## src/rtl/pw_pkg.sv

```systemverilog
package pw_pkg;
  localparam int OFF_W = 11;
  localparam int B_RX_SEL = 15;
  localparam int B_AUTO = 14;
  localparam logic [3:0] A_PTR_LO = 4'd6;
  localparam logic [3:0] A_PTR_HI = 4'd7;
  localparam logic [7:0] HI_MASK = 8'hF7;

  typedef enum logic [1:0] {
    RS_NONE,
    RS_PTR_LO,
    RS_PTR_HI,
    RS_MEM
  } rsrc_e;
endpackage

```

## src/rtl/pw_ptr_reg.sv

```systemverilog
module pw_ptr_reg
  import pw_pkg::*;
(
  input  logic        clk_i,
  input  logic        rst_ni,
  input  logic        wr_lo_i,
  input  logic        wr_hi_i,
  input  logic [7:0]  wdata_i,
  input  logic        step_i,
  output logic [15:0] ptr_o
);
  logic [15:0] ptr_q;

  always_ff @(posedge clk_i or negedge rst_ni) begin
    if (!rst_ni) begin
      ptr_q <= '0;
    end else if (wr_lo_i) begin
      ptr_q[7:0] <= wdata_i;
    end else if (wr_hi_i) begin
      ptr_q[15:8] <= wdata_i;
    end else if (step_i && ptr_q[B_AUTO]) begin
      ptr_q[OFF_W-1:0] <= ptr_q[OFF_W-1:0] + 1'b1;
    end
  end

  assign ptr_o = ptr_q;

  p_one_op_r2: assert property (@(posedge clk_i) disable iff (!rst_ni)
    $onehot0({wr_lo_i, wr_hi_i, step_i}));
  p_lo_keeps_hi_r2: assert property (@(posedge clk_i) disable iff (!rst_ni)
    wr_lo_i |=> ptr_o[15:8] == $past(ptr_o[15:8]));
  p_hi_keeps_lo_r2: assert property (@(posedge clk_i) disable iff (!rst_ni)
    wr_hi_i |=> ptr_o[7:0] == $past(ptr_o[7:0]));
  p_auto_step_r8: assert property (@(posedge clk_i) disable iff (!rst_ni)
    step_i && ptr_o[B_AUTO] |=>
      ptr_o[OFF_W-1:0] == $past(ptr_o[OFF_W-1:0]) + 11'd1 &&
      ptr_o[15:OFF_W] == $past(ptr_o[15:OFF_W]));
  p_no_step_r9: assert property (@(posedge clk_i) disable iff (!rst_ni)
    step_i && !ptr_o[B_AUTO] |=> $stable(ptr_o));
endmodule

```

## src/rtl/pw_addr_gen.sv

```systemverilog
module pw_addr_gen
  import pw_pkg::*;
#(
  parameter int PW = 2,
  localparam int AW = PW + OFF_W
) (
  input  logic [OFF_W-1:0] off_i,
  input  logic             rx_sel_i,
  input  logic [1:0]       lane_i,
  input  logic [PW-1:0]    rx_head_i,
  input  logic [PW-1:0]    pkt_num_i,
  output logic [AW-1:0]    addr_o
);
  logic [PW-1:0]    page;
  logic [OFF_W-1:0] byte_off;

  always_comb begin
    page     = rx_sel_i ? rx_head_i : pkt_num_i;
    byte_off = off_i + {{(OFF_W-2){1'b0}}, lane_i};  // wraps inside the page
    addr_o   = {page, byte_off};
  end
endmodule

```

## src/rtl/pw_rd_ret.sv

```systemverilog
module pw_rd_ret
  import pw_pkg::*;
(
  input  logic        clk_i,
  input  logic        rst_ni,
  input  logic        rd_i,
  input  rsrc_e       src_i,
  input  logic [15:0] ptr_i,
  input  logic [7:0]  mem_rdata_i,
  output logic        rvalid_o,
  output logic [7:0]  rdata_o
);
  logic       rvalid_q;
  rsrc_e      src_q;
  logic [7:0] byte_q;
  logic [7:0] byte_d;

  always_comb begin
    unique case (src_i)
      RS_PTR_LO: byte_d = ptr_i[7:0];
      RS_PTR_HI: byte_d = ptr_i[15:8] & HI_MASK;
      default:   byte_d = 8'h00;
    endcase
  end

  always_ff @(posedge clk_i or negedge rst_ni) begin
    if (!rst_ni) begin
      rvalid_q <= 1'b0;
      src_q    <= RS_NONE;
      byte_q   <= '0;
    end else begin
      rvalid_q <= rd_i;
      if (rd_i) begin
        src_q  <= src_i;
        byte_q <= byte_d;
      end
    end
  end

  assign rvalid_o = rvalid_q;
  assign rdata_o  = (src_q == RS_MEM) ? mem_rdata_i : byte_q;

  p_rvalid_follows_r3: assert property (@(posedge clk_i) disable iff (!rst_ni)
    rd_i |=> rvalid_o);
  p_rvalid_only_r3: assert property (@(posedge clk_i) disable iff (!rst_ni)
    !rd_i |=> !rvalid_o);
  p_hi_bit11_r3: assert property (@(posedge clk_i) disable iff (!rst_ni)
    rvalid_o && src_q == RS_PTR_HI |-> !rdata_o[3]);
  p_mem_pass_r7: assert property (@(posedge clk_i) disable iff (!rst_ni)
    rvalid_o && src_q == RS_MEM |-> rdata_o == mem_rdata_i);
endmodule

```

## src/rtl/pkt_window.sv

```systemverilog
module pkt_window
  import pw_pkg::*;
#(
  parameter int NUM_PACKETS = 4,
  localparam int PW = (NUM_PACKETS > 1) ? $clog2(NUM_PACKETS) : 1,
  localparam int AW = PW + OFF_W
) (
  input  logic          clk_i,
  input  logic          rst_ni,
  input  logic          reg_req_i,
  input  logic          reg_we_i,
  input  logic [3:0]    reg_off_i,
  input  logic [7:0]    reg_wdata_i,
  output logic          reg_rvalid_o,
  output logic [7:0]    reg_rdata_o,
  input  logic [PW-1:0] pkt_num_i,
  input  logic [PW-1:0] rx_head_i,
  output logic          mem_req_o,
  output logic          mem_we_o,
  output logic [AW-1:0] mem_addr_o,
  output logic [7:0]    mem_wdata_o,
  input  logic [7:0]    mem_rdata_i
);
  logic        data_hit, wr_lo, wr_hi, rd;
  logic [15:0] ptr;
  rsrc_e       src;

  always_comb begin
    data_hit = reg_req_i && (reg_off_i[3:2] == 2'b10);
    wr_lo    = reg_req_i && reg_we_i && (reg_off_i == A_PTR_LO);
    wr_hi    = reg_req_i && reg_we_i && (reg_off_i == A_PTR_HI);
    rd       = reg_req_i && !reg_we_i;
    if (data_hit)                    src = RS_MEM;
    else if (reg_off_i == A_PTR_LO)  src = RS_PTR_LO;
    else if (reg_off_i == A_PTR_HI)  src = RS_PTR_HI;
    else                             src = RS_NONE;
  end

  pw_ptr_reg u_ptr (
    .clk_i   (clk_i),
    .rst_ni  (rst_ni),
    .wr_lo_i (wr_lo),
    .wr_hi_i (wr_hi),
    .wdata_i (reg_wdata_i),
    .step_i  (data_hit),
    .ptr_o   (ptr)
  );

  pw_addr_gen #(.PW(PW)) u_addr (
    .off_i     (ptr[OFF_W-1:0]),
    .rx_sel_i  (ptr[B_RX_SEL]),
    .lane_i    (reg_off_i[1:0]),
    .rx_head_i (rx_head_i),
    .pkt_num_i (pkt_num_i),
    .addr_o    (mem_addr_o)
  );

  pw_rd_ret u_ret (
    .clk_i       (clk_i),
    .rst_ni      (rst_ni),
    .rd_i        (rd),
    .src_i       (src),
    .ptr_i       (ptr),
    .mem_rdata_i (mem_rdata_i),
    .rvalid_o    (reg_rvalid_o),
    .rdata_o     (reg_rdata_o)
  );

  assign mem_req_o   = data_hit;
  assign mem_we_o    = data_hit && reg_we_i;
  assign mem_wdata_o = reg_wdata_i;

  p_no_stray_req_r10: assert property (@(posedge clk_i) disable iff (!rst_ni)
    !data_hit |=> $stable(ptr) || $past(wr_lo) || $past(wr_hi));
  p_req_in_bank_r4: assert property (@(posedge clk_i) disable iff (!rst_ni)
    mem_req_o |-> reg_req_i && reg_off_i >= 4'd8 && reg_off_i <= 4'd11);
endmodule

```

## config.mk

```make
export PLATFORM = sky130hd
export DESIGN_NAME = pkt_window
export DESIGN_NICKNAME = d
export VERILOG_FILES = /design/src/rtl/pw_pkg.sv /design/src/rtl/pw_ptr_reg.sv /design/src/rtl/pw_addr_gen.sv /design/src/rtl/pw_rd_ret.sv /design/src/rtl/pkt_window.sv
export SDC_FILE = /design/constraint.sdc
export NUM_CORES = 1
export LEC_CHECK = 0
export ABC_CLOCK_PERIOD_IN_PS = 2000
export BUFFER_PORTS_ARGS = -buffer_cell sky130_fd_sc_hd__buf_4
export CORE_MARGIN = 5
export CORE_UTILIZATION = 35
export DETAILED_ROUTE_END_ITERATION = 6
export SYNTH_ARGS = -nofsm -noshare
export SYNTH_HDL_FRONTEND = slang
export SYNTH_SLANG_ARGS = --single-unit
export TNS_END_PERCENT = 10
```

## constraint.sdc

```tcl
create_clock -name clk_i -period 2 [get_ports clk_i]
set_input_delay 0.4 -clock clk_i [delete_from_list [all_inputs] [get_ports clk_i]]
set_output_delay 0.4 -clock clk_i [all_outputs]
set_load 0.05 [all_outputs]
```

==> summary.md, run 1 <==
| Metric | Value |
|---|---|
| Top cells by area, synth | dfrtp_1 40%, mux2_2 9.6%, xor2_1 7.5% |
| Post-synth top flop | dfrtp_1 |
| Most frequent cells after synthesis | 28 x nand2_1, 26 x dfrtp_1, 20 x o21ai_0 |
| Clock Skews | 3.38 ps |
| Via-to-Cell Ratio | 4.96 |
| Worst-case vdd ir drop | 515 uV |
| Slew headroom | 64.3% |
| Distinct cells, synth | 31 |
| MaxCap Viol Count | 0 |
| Data arrival, critical path | 1910 ps |
| Leakage power | 1.14 nW |
| Avg Cell Area, Syn | 9.18 sq um |
| Clock edge transition at the registers on the reported setup and hold paths | 90 ps |
| FF/Latch Area | 651 sq um |
| Chip height | 78.5 microns |
| DR iter-0 viols | 68 |
| Synthesis-stage register bit count | 26 |
| HP Class | in2async |
| Period utilization | 115% |
| Final hold vios | 0 |
| Share of cells above drive strength 1 | 46.9% |
| Power density over the cells | 1020 nW/um^2 |
| Wirelength per Cell | 14.4 microns |
| Root Driver | clkbuf_8 |
| Initial antenna violation count | 0 |
| Worst EP required | 1600 ps |
| Fraction of registers with async set/reset | 100% |
| Synth Net Count | 211 |
| RSZ-0062 raised after global routing | true |
| Count leader, synth | nand2_1 |
| TritonCTS Sinks | 26 |
| DR vias | 1483 |
| Setup TNS | -2030 ps |
| Buffers on Ports | 59 |
| Remaining routing DRC violations | 0 |
| Starting Density | 35.5% |
| CTS tree | yes |
| # rows | 25 |
| Vias in the first global route | 1494 |
| Yosys top cell area share | 39.6% |
| Multi-input logic area | 972 sq um |
| Gp weighted congestion | 0.852 |
| Max clock buf depth | 2 |
| Core area | 4630 sq um |
| Worst-Margin Slew | 535 ps |
| Remaining antenna violation count after routing | 0 |
| Largest area contributor in the netlist | dfrtp_1 |
| # fillers | 444 |
| Worst-Skew Late Latency | 280 ps |
| Ant. Diodes | 0 |
| Crit start category | register |
| Status | finished, violations left |
| HPWL after detailed placement | 3.40 mm |
| Setup ws final | -310 ps |
| Max-slew violation count | 0 |
| Area Growth Syn to Fin | 46.2% |
| Final setup fails | 10 |
| Synth Warn # | 0 |
| Pre-CTS setup slack | -246 ps |
| Fin nets | 278 |
| Io pins | 60 |
| Seq/Total Area, Yosys | 39.6% |
| Gr ovfl total | 0 |
| Crit path kind | reg2out |
| Failing checks | setup timing |
| Critical Path Fanout Max | 3 |
| H-tree lvl count | 1 |
| Total Routed Length | 4.31 mm |
| Full die area | 6170 sq um |
| First-pass GRT wire length | 7.27 mm |
| Syn Inst Count | 179 |
| Synth Cell Area | 1640 sq um |
| Min Tclk post-route | 2310 ps |
| All-Layer GR Usage | 14.9% |
| First drt pass iteration count | 4 |
| CTS buffer count | 3 |
| Number of synthesized flops with an enable pin | 0 |
| Die width | 78.5 microns |
| Pin count of the biggest net entering global routing | 27 |
| CP Capture Type | primary output |
| Maximum operating frequency | 0.433 GHz |
## final cells by class
class | count | area share (%)
clock buffers | 3 | 1.72
multi-input cells | 131 | 40.4
repair buffers | 78 | 25.8
flip-flops and latches | 26 | 27.1
inverters | 6 | 0.937
clock inverters | 1 | 1.25
well taps | 54 | 2.81
## layer usage
metal  vias up  track usage, %  routed length (microns)
li1        732               -                        -
met1       699            18.9                     1810
met2        47            24.8                     2160
met3         5            2.98                      275
met4         0            5.42                       60
met5         -               0                        0
## metrics by stage
step / power [W] / util (%) / area (sq um) / hold slack, ps / cells
2_1_floorplan: 0.00146 / - / 1690 / 104 / 179
3_3_place_gp: 0.00186 / 48.0 / 2220 / 331 / 293
3_5_place_dp: 0.00187 / 48.0 / 2220 / 333 / 293
4_1_cts: 0.00240 / 50.8 / 2350 / 24.0 / 298
5_1_grt: 0.00259 / 51.9 / 2400 / 35.8 / 299
6_report: 0.00245 / 51.9 / 2400 / 19.8 / 299
## critical path, cell delays in order (launching register included)
cell and delay [ps]:
dfrtp_1 390, ha_2 200, inv_2 40, fa_2 440
buf_6 160, nor2_4 90, xor2_2 140, buf_6 170
## cells in the final DEF (no fill, tap or decap), drive strengths merged, types with 2 or more instances in the layout
master | netlist | layout
a21oi | 2 | 2
a22oi | 7 | 7
and2 | 2 | 2
and3 | 3 | 3
buf | 12 | 78
clkbuf | 4 | 3
dfrtp | 26 | 26
ha | 3 | 3
inv | 6 | 6
mux2 | 14 | 14
nand2 | 28 | 28
nand2b | 2 | 2
nand3 | 4 | 4
nand4 | 6 | 6
nor2 | 10 | 10
o21ai | 21 | 21
or2b | 2 | 2
xnor2 | 5 | 5
xor2 | 14 | 14
## report_power, final
| group | total (W) | switching, W | internal, W |
|---|---|---|---|
| combinational | 0.00127 | 0.000743 | 0.000528 |
| sequential | 0.000734 | 0.000119 | 0.000615 |
| clock | 0.000442 | 0.000174 | 0.000268 |
## kinds of logic after synthesis
family / Yosys count / share of synthesized area (%)
muxes: 14 / 9.59
adders and majority gates: 4 / 3.50
xor gates and xnor gates: 19 / 10.1
buffers and inverters: 22 / 7.53
DFF: 26 / 39.6
AOI/OAI and AO/OA: 30 / 10.2
and+or+nand+nor: 64 / 19.5
## worst paths after layout
path,endpoint,cells after the start,slack [ps],start
min reg2reg,u_ret.byte_q[2],2,480,u_ret.byte_q[2]
max in group asynchronous,u_ptr.ptr_o[6],1,1730,rst_ni
max,mem_addr_o[4],7,-310,u_ptr.ptr_o[0]
min in group clk_i,u_ptr.ptr_o[3],3,340,reg_wdata_i[3]
min,u_ret.byte_q[1],1,20,rst_ni
max reg2reg,u_ptr.ptr_o[10],6,280,u_ptr.ptr_o[0]
## sequential cells by signal, summed over array words and instances (netlist names)
register        flops
u_ptr.ptr_o        15
u_ret.byte_q        8
u_ret.rvalid_o      1
u_ret.src_q         2
## what timing repair did
action                     CTS  global route
gates resized for setup     13            13
hold buffers                 0             0
setup buffers                1             1
setup endpoints to repair   10            11
pin swaps                    0             6
(Power assumes the default switching activity.)
==> inputs of run 2 (changes only) <==
- CTS_BUF_LIST: unset -> sky130_fd_sc_hd__clkbuf_16
==> run 2 against run 1 <==
- die area unchanged
- combinational power about the same
- routed wire length up 0.49%
- clock power up 31%
- flip-flop and latch count unchanged
- sequential share of layout area down 0.35 points
- hold slack better by 27 ps
- critical path type unchanged
- non-clock buffer count unchanged
- clock skew down 0.82 ps
- maximum frequency up 1.3%
- the flow still finishes with violations (setup timing)
- global-route usage about the same
- critical endpoint unchanged
- via count down 0.54%
==> summary.md, run 2 (same netlist as run 1, synthesis figures left out) <==
| Metric | Value |
|---|---|
| DR vias | 1475 (-0.54%) |
| Remaining antenna violation count after routing | 0 (unchanged) |
| P_sw | 0.00105 W (+0.91%) |
| Worst path buffer plus inverter count | 3 (unchanged) |
| Max clock buf depth | 2 (unchanged) |
| Chip height | 78.5 microns (unchanged) |
| Slew headroom | 64.2% (-0.087 points) |
| M1 WL | 1.86 mm (+2.7%) |
| Setup ws final | -281 ps (+28.9 ps) |
| Period utilization | 114% (-1.4 points) |
| First-pass GRT wire length | 7.29 mm (+0.39%) |
| Worst-case vdd ir drop | 584 uV (+13%) |
| Final setup fails | 10 (unchanged) |
| Pre-CTS setup slack | -246 ps (unchanged) |
| Area Growth Syn to Fin | 48.1% |
| Combinational power share | 49.2% (-2.8 points) |
| Slowest CP cell | fa_2 |
| Leakage power | 1.16 nW (+1.3%) |
| DR iter-0 viols | 56 (-18%) |
| Critical Path Fanout Max | 3 (unchanged) |
| Net switching share of the total power | 40.4% (-1.9 points) |
| CTS Hold Bufs | 0 (unchanged) |
| Most common cell after layout, fill and taps aside | buf_4 |
| Min Tclk post-route | 2280 ps (-28.9 ps) |
| Fin nets | 278 (unchanged) |
| Max Used Layer | met4 |
| Remaining routing DRC violations | 0 (unchanged) |
| Worst-Skew Late Latency | 260 ps (-20 ps) |
| Vias in the first global route | 1488 (-0.40%) |
| Crit start category | register |
| Power density over the cells | 1060 nW/um^2 (+4.4%) |
| Clk pwr share | 22.5% (+4.4 points) |
| CP Capture Type | primary output |
| Metal3 WL | 283 microns (+2.9%) |
| Sequential power share | 28.4% (-1.6 points) |
| TritonCTS Sinks | 26 (unchanged) |
| Final hold vios | 0 (unchanged) |
| Crit path kind | reg2out |
| Total Routed Length | 4.33 mm (+0.49%) |
| Crit-path leading delay family | adder cells |
| Die width | 78.5 microns (unchanged) |
| Starting Density | 35.5% (unchanged) |
| Worst EP required | 1600 ps (about the same) |
| Crit-path cells | ha_2, inv_2, fa_2, buf_6, nor2_4, xor2_2, buf_6 |
| Initial antenna violation count | 0 (unchanged) |
| MaxCap Viol Count | 0 (unchanged) |
| Gp weighted congestion | 0.852 (unchanged) |
| RSZ-0062 raised after global routing | true |
| Maximum operating frequency | 0.438 GHz (+1.3%) |
| Gr ovfl total | 0 (unchanged) |
| Internal cell power | 0.00154 W (+9.3%) |
| Core area | 4630 sq um (unchanged) |
| CTS tree | yes |
| H-tree lvl count | 1 (unchanged) |
| Max-slew violation count | 0 (unchanged) |
| Non-filler instance count after layout | 299 (unchanged) |
| Wirelength per Cell | 14.5 microns (+0.49%) |
| All-Layer GR Usage | 14.8% (-0.048 points) |
| Pin count of the biggest net entering global routing | 27 (unchanged) |
| Most frequent cells in the layout | 69 x buf_4, 27 x nand2_1, 26 x dfrtp_1 |
| Via-to-Cell Ratio | 4.93 (-0.54%) |
| Full die area | 6170 sq um (unchanged) |
| Share of cells above drive strength 1 | 46.5% (-0.41 points) |
| Cell mode on critical path | buf_6 |
| Worst-Margin Slew | 537 ps (+1.31 ps) |
| Failing checks | setup timing |
| HPWL after detailed placement | 3.40 mm (unchanged) |
| Met2 routed WL | 2.15 mm (-0.19%) |
| Io pins | 60 (unchanged) |
| Clock Skews | 2.56 ps (-0.823 ps) |
| # rows | 25 (unchanged) |
| Ant. Diodes | 0 (unchanged) |
| Buffers on Ports | 59 (unchanged) |
| HP Class | in2async |
| Data arrival, critical path | 1880 ps (-30 ps) |
| First drt pass iteration count | 4 (unchanged) |
| Clock edge transition at the registers on the reported setup and hold paths | 60 ps (-30 ps) |
| Largest stage delay, worst path | 440 ps (about the same) |
| Number of flip-flops in the largest register | 15 (unchanged) |
| CTS buffer count | 3 (unchanged) |
| Root Driver | clkbuf_16 |
| Dpl cells | 293 (unchanged) |
| Status | finished, violations left |
[run 2: cell counts in the layout (fill, tap and decap cells not counted)]
Identical to the previous run, type by type.
[run 2: final timing paths]
check                                 from              end  slack [ps]  depth (start not counted)
max                         u_ptr.ptr_o[0]    mem_addr_o[4]        -280                          7
min                                 rst_ni  u_ret.byte_q[1]          50                          1
max reg2reg                 u_ptr.ptr_o[0]  u_ptr.ptr_o[10]         290                          6
min reg2reg                u_ret.byte_q[2]  u_ret.byte_q[2]         480                          2
max in group asynchronous           rst_ni  u_ret.byte_q[5]        1700                          1
min in group clk_i          reg_wdata_i[3]   u_ptr.ptr_o[3]         360                          3
[run 2: cell type report]
type / instances / area [sq um]
multi-input combinational: 131 / 970
inverter: 6 / 22.5
fill: 443 / 2190
clock inverter: 1 / 30.0
clock buffer: 3 / 75.1
sequential: 26 / 651
timing repair buffer: 78 / 619
tap: 54 / 67.6
[run 2: stage by stage]
step | total power [W] | hold slack [ps] | setup TNS (ps) | util, % | cell area [sq um]
CTS | 0.00254 | 52.0 | -1730 | 51.5 | 2380
detailed placement | 0.00187 | 333 | -929 | 48.0 | 2220
global placement | 0.00186 | 331 | -787 | 48.0 | 2220
floorplan | 0.00146 | 104 | -1610 | - | 1690
global route | 0.00273 | 69.1 | -2570 | 52.6 | 2430
finish | 0.00259 | 47.1 | -1750 | 52.6 | 2430
[run 2: layer usage]
layer | track usage, % | vias to the layer above
met5 | 0 | -
met3 | 2.98 | 2
met2 | 24.3 | 46
li1 | - | 732
met4 | 4.37 | 0
met1 | 19.7 | 695
[run 2: power by group through the flow]
stage | Sequential [W] | Combinational [W] | Clock [W]
6_report | 0.000734 | 0.00127 | 0.000581
5_1_grt | 0.000752 | 0.00136 | 0.000615
4_1_cts | 0.000730 | 0.00121 | 0.000600
3_5_place_dp | 0.000741 | 0.00113 | 0
3_3_place_gp | 0.000738 | 0.00112 | 0
2_1_floorplan | 0.000701 | 0.000758 | 0
[run 2: timing repair]
item / CTS / global route
endpoints found under the setup margin: 9 / 10
resized for setup: 13 / 12
pin swaps: 0 / 6
buffers inserted: 1 / 1
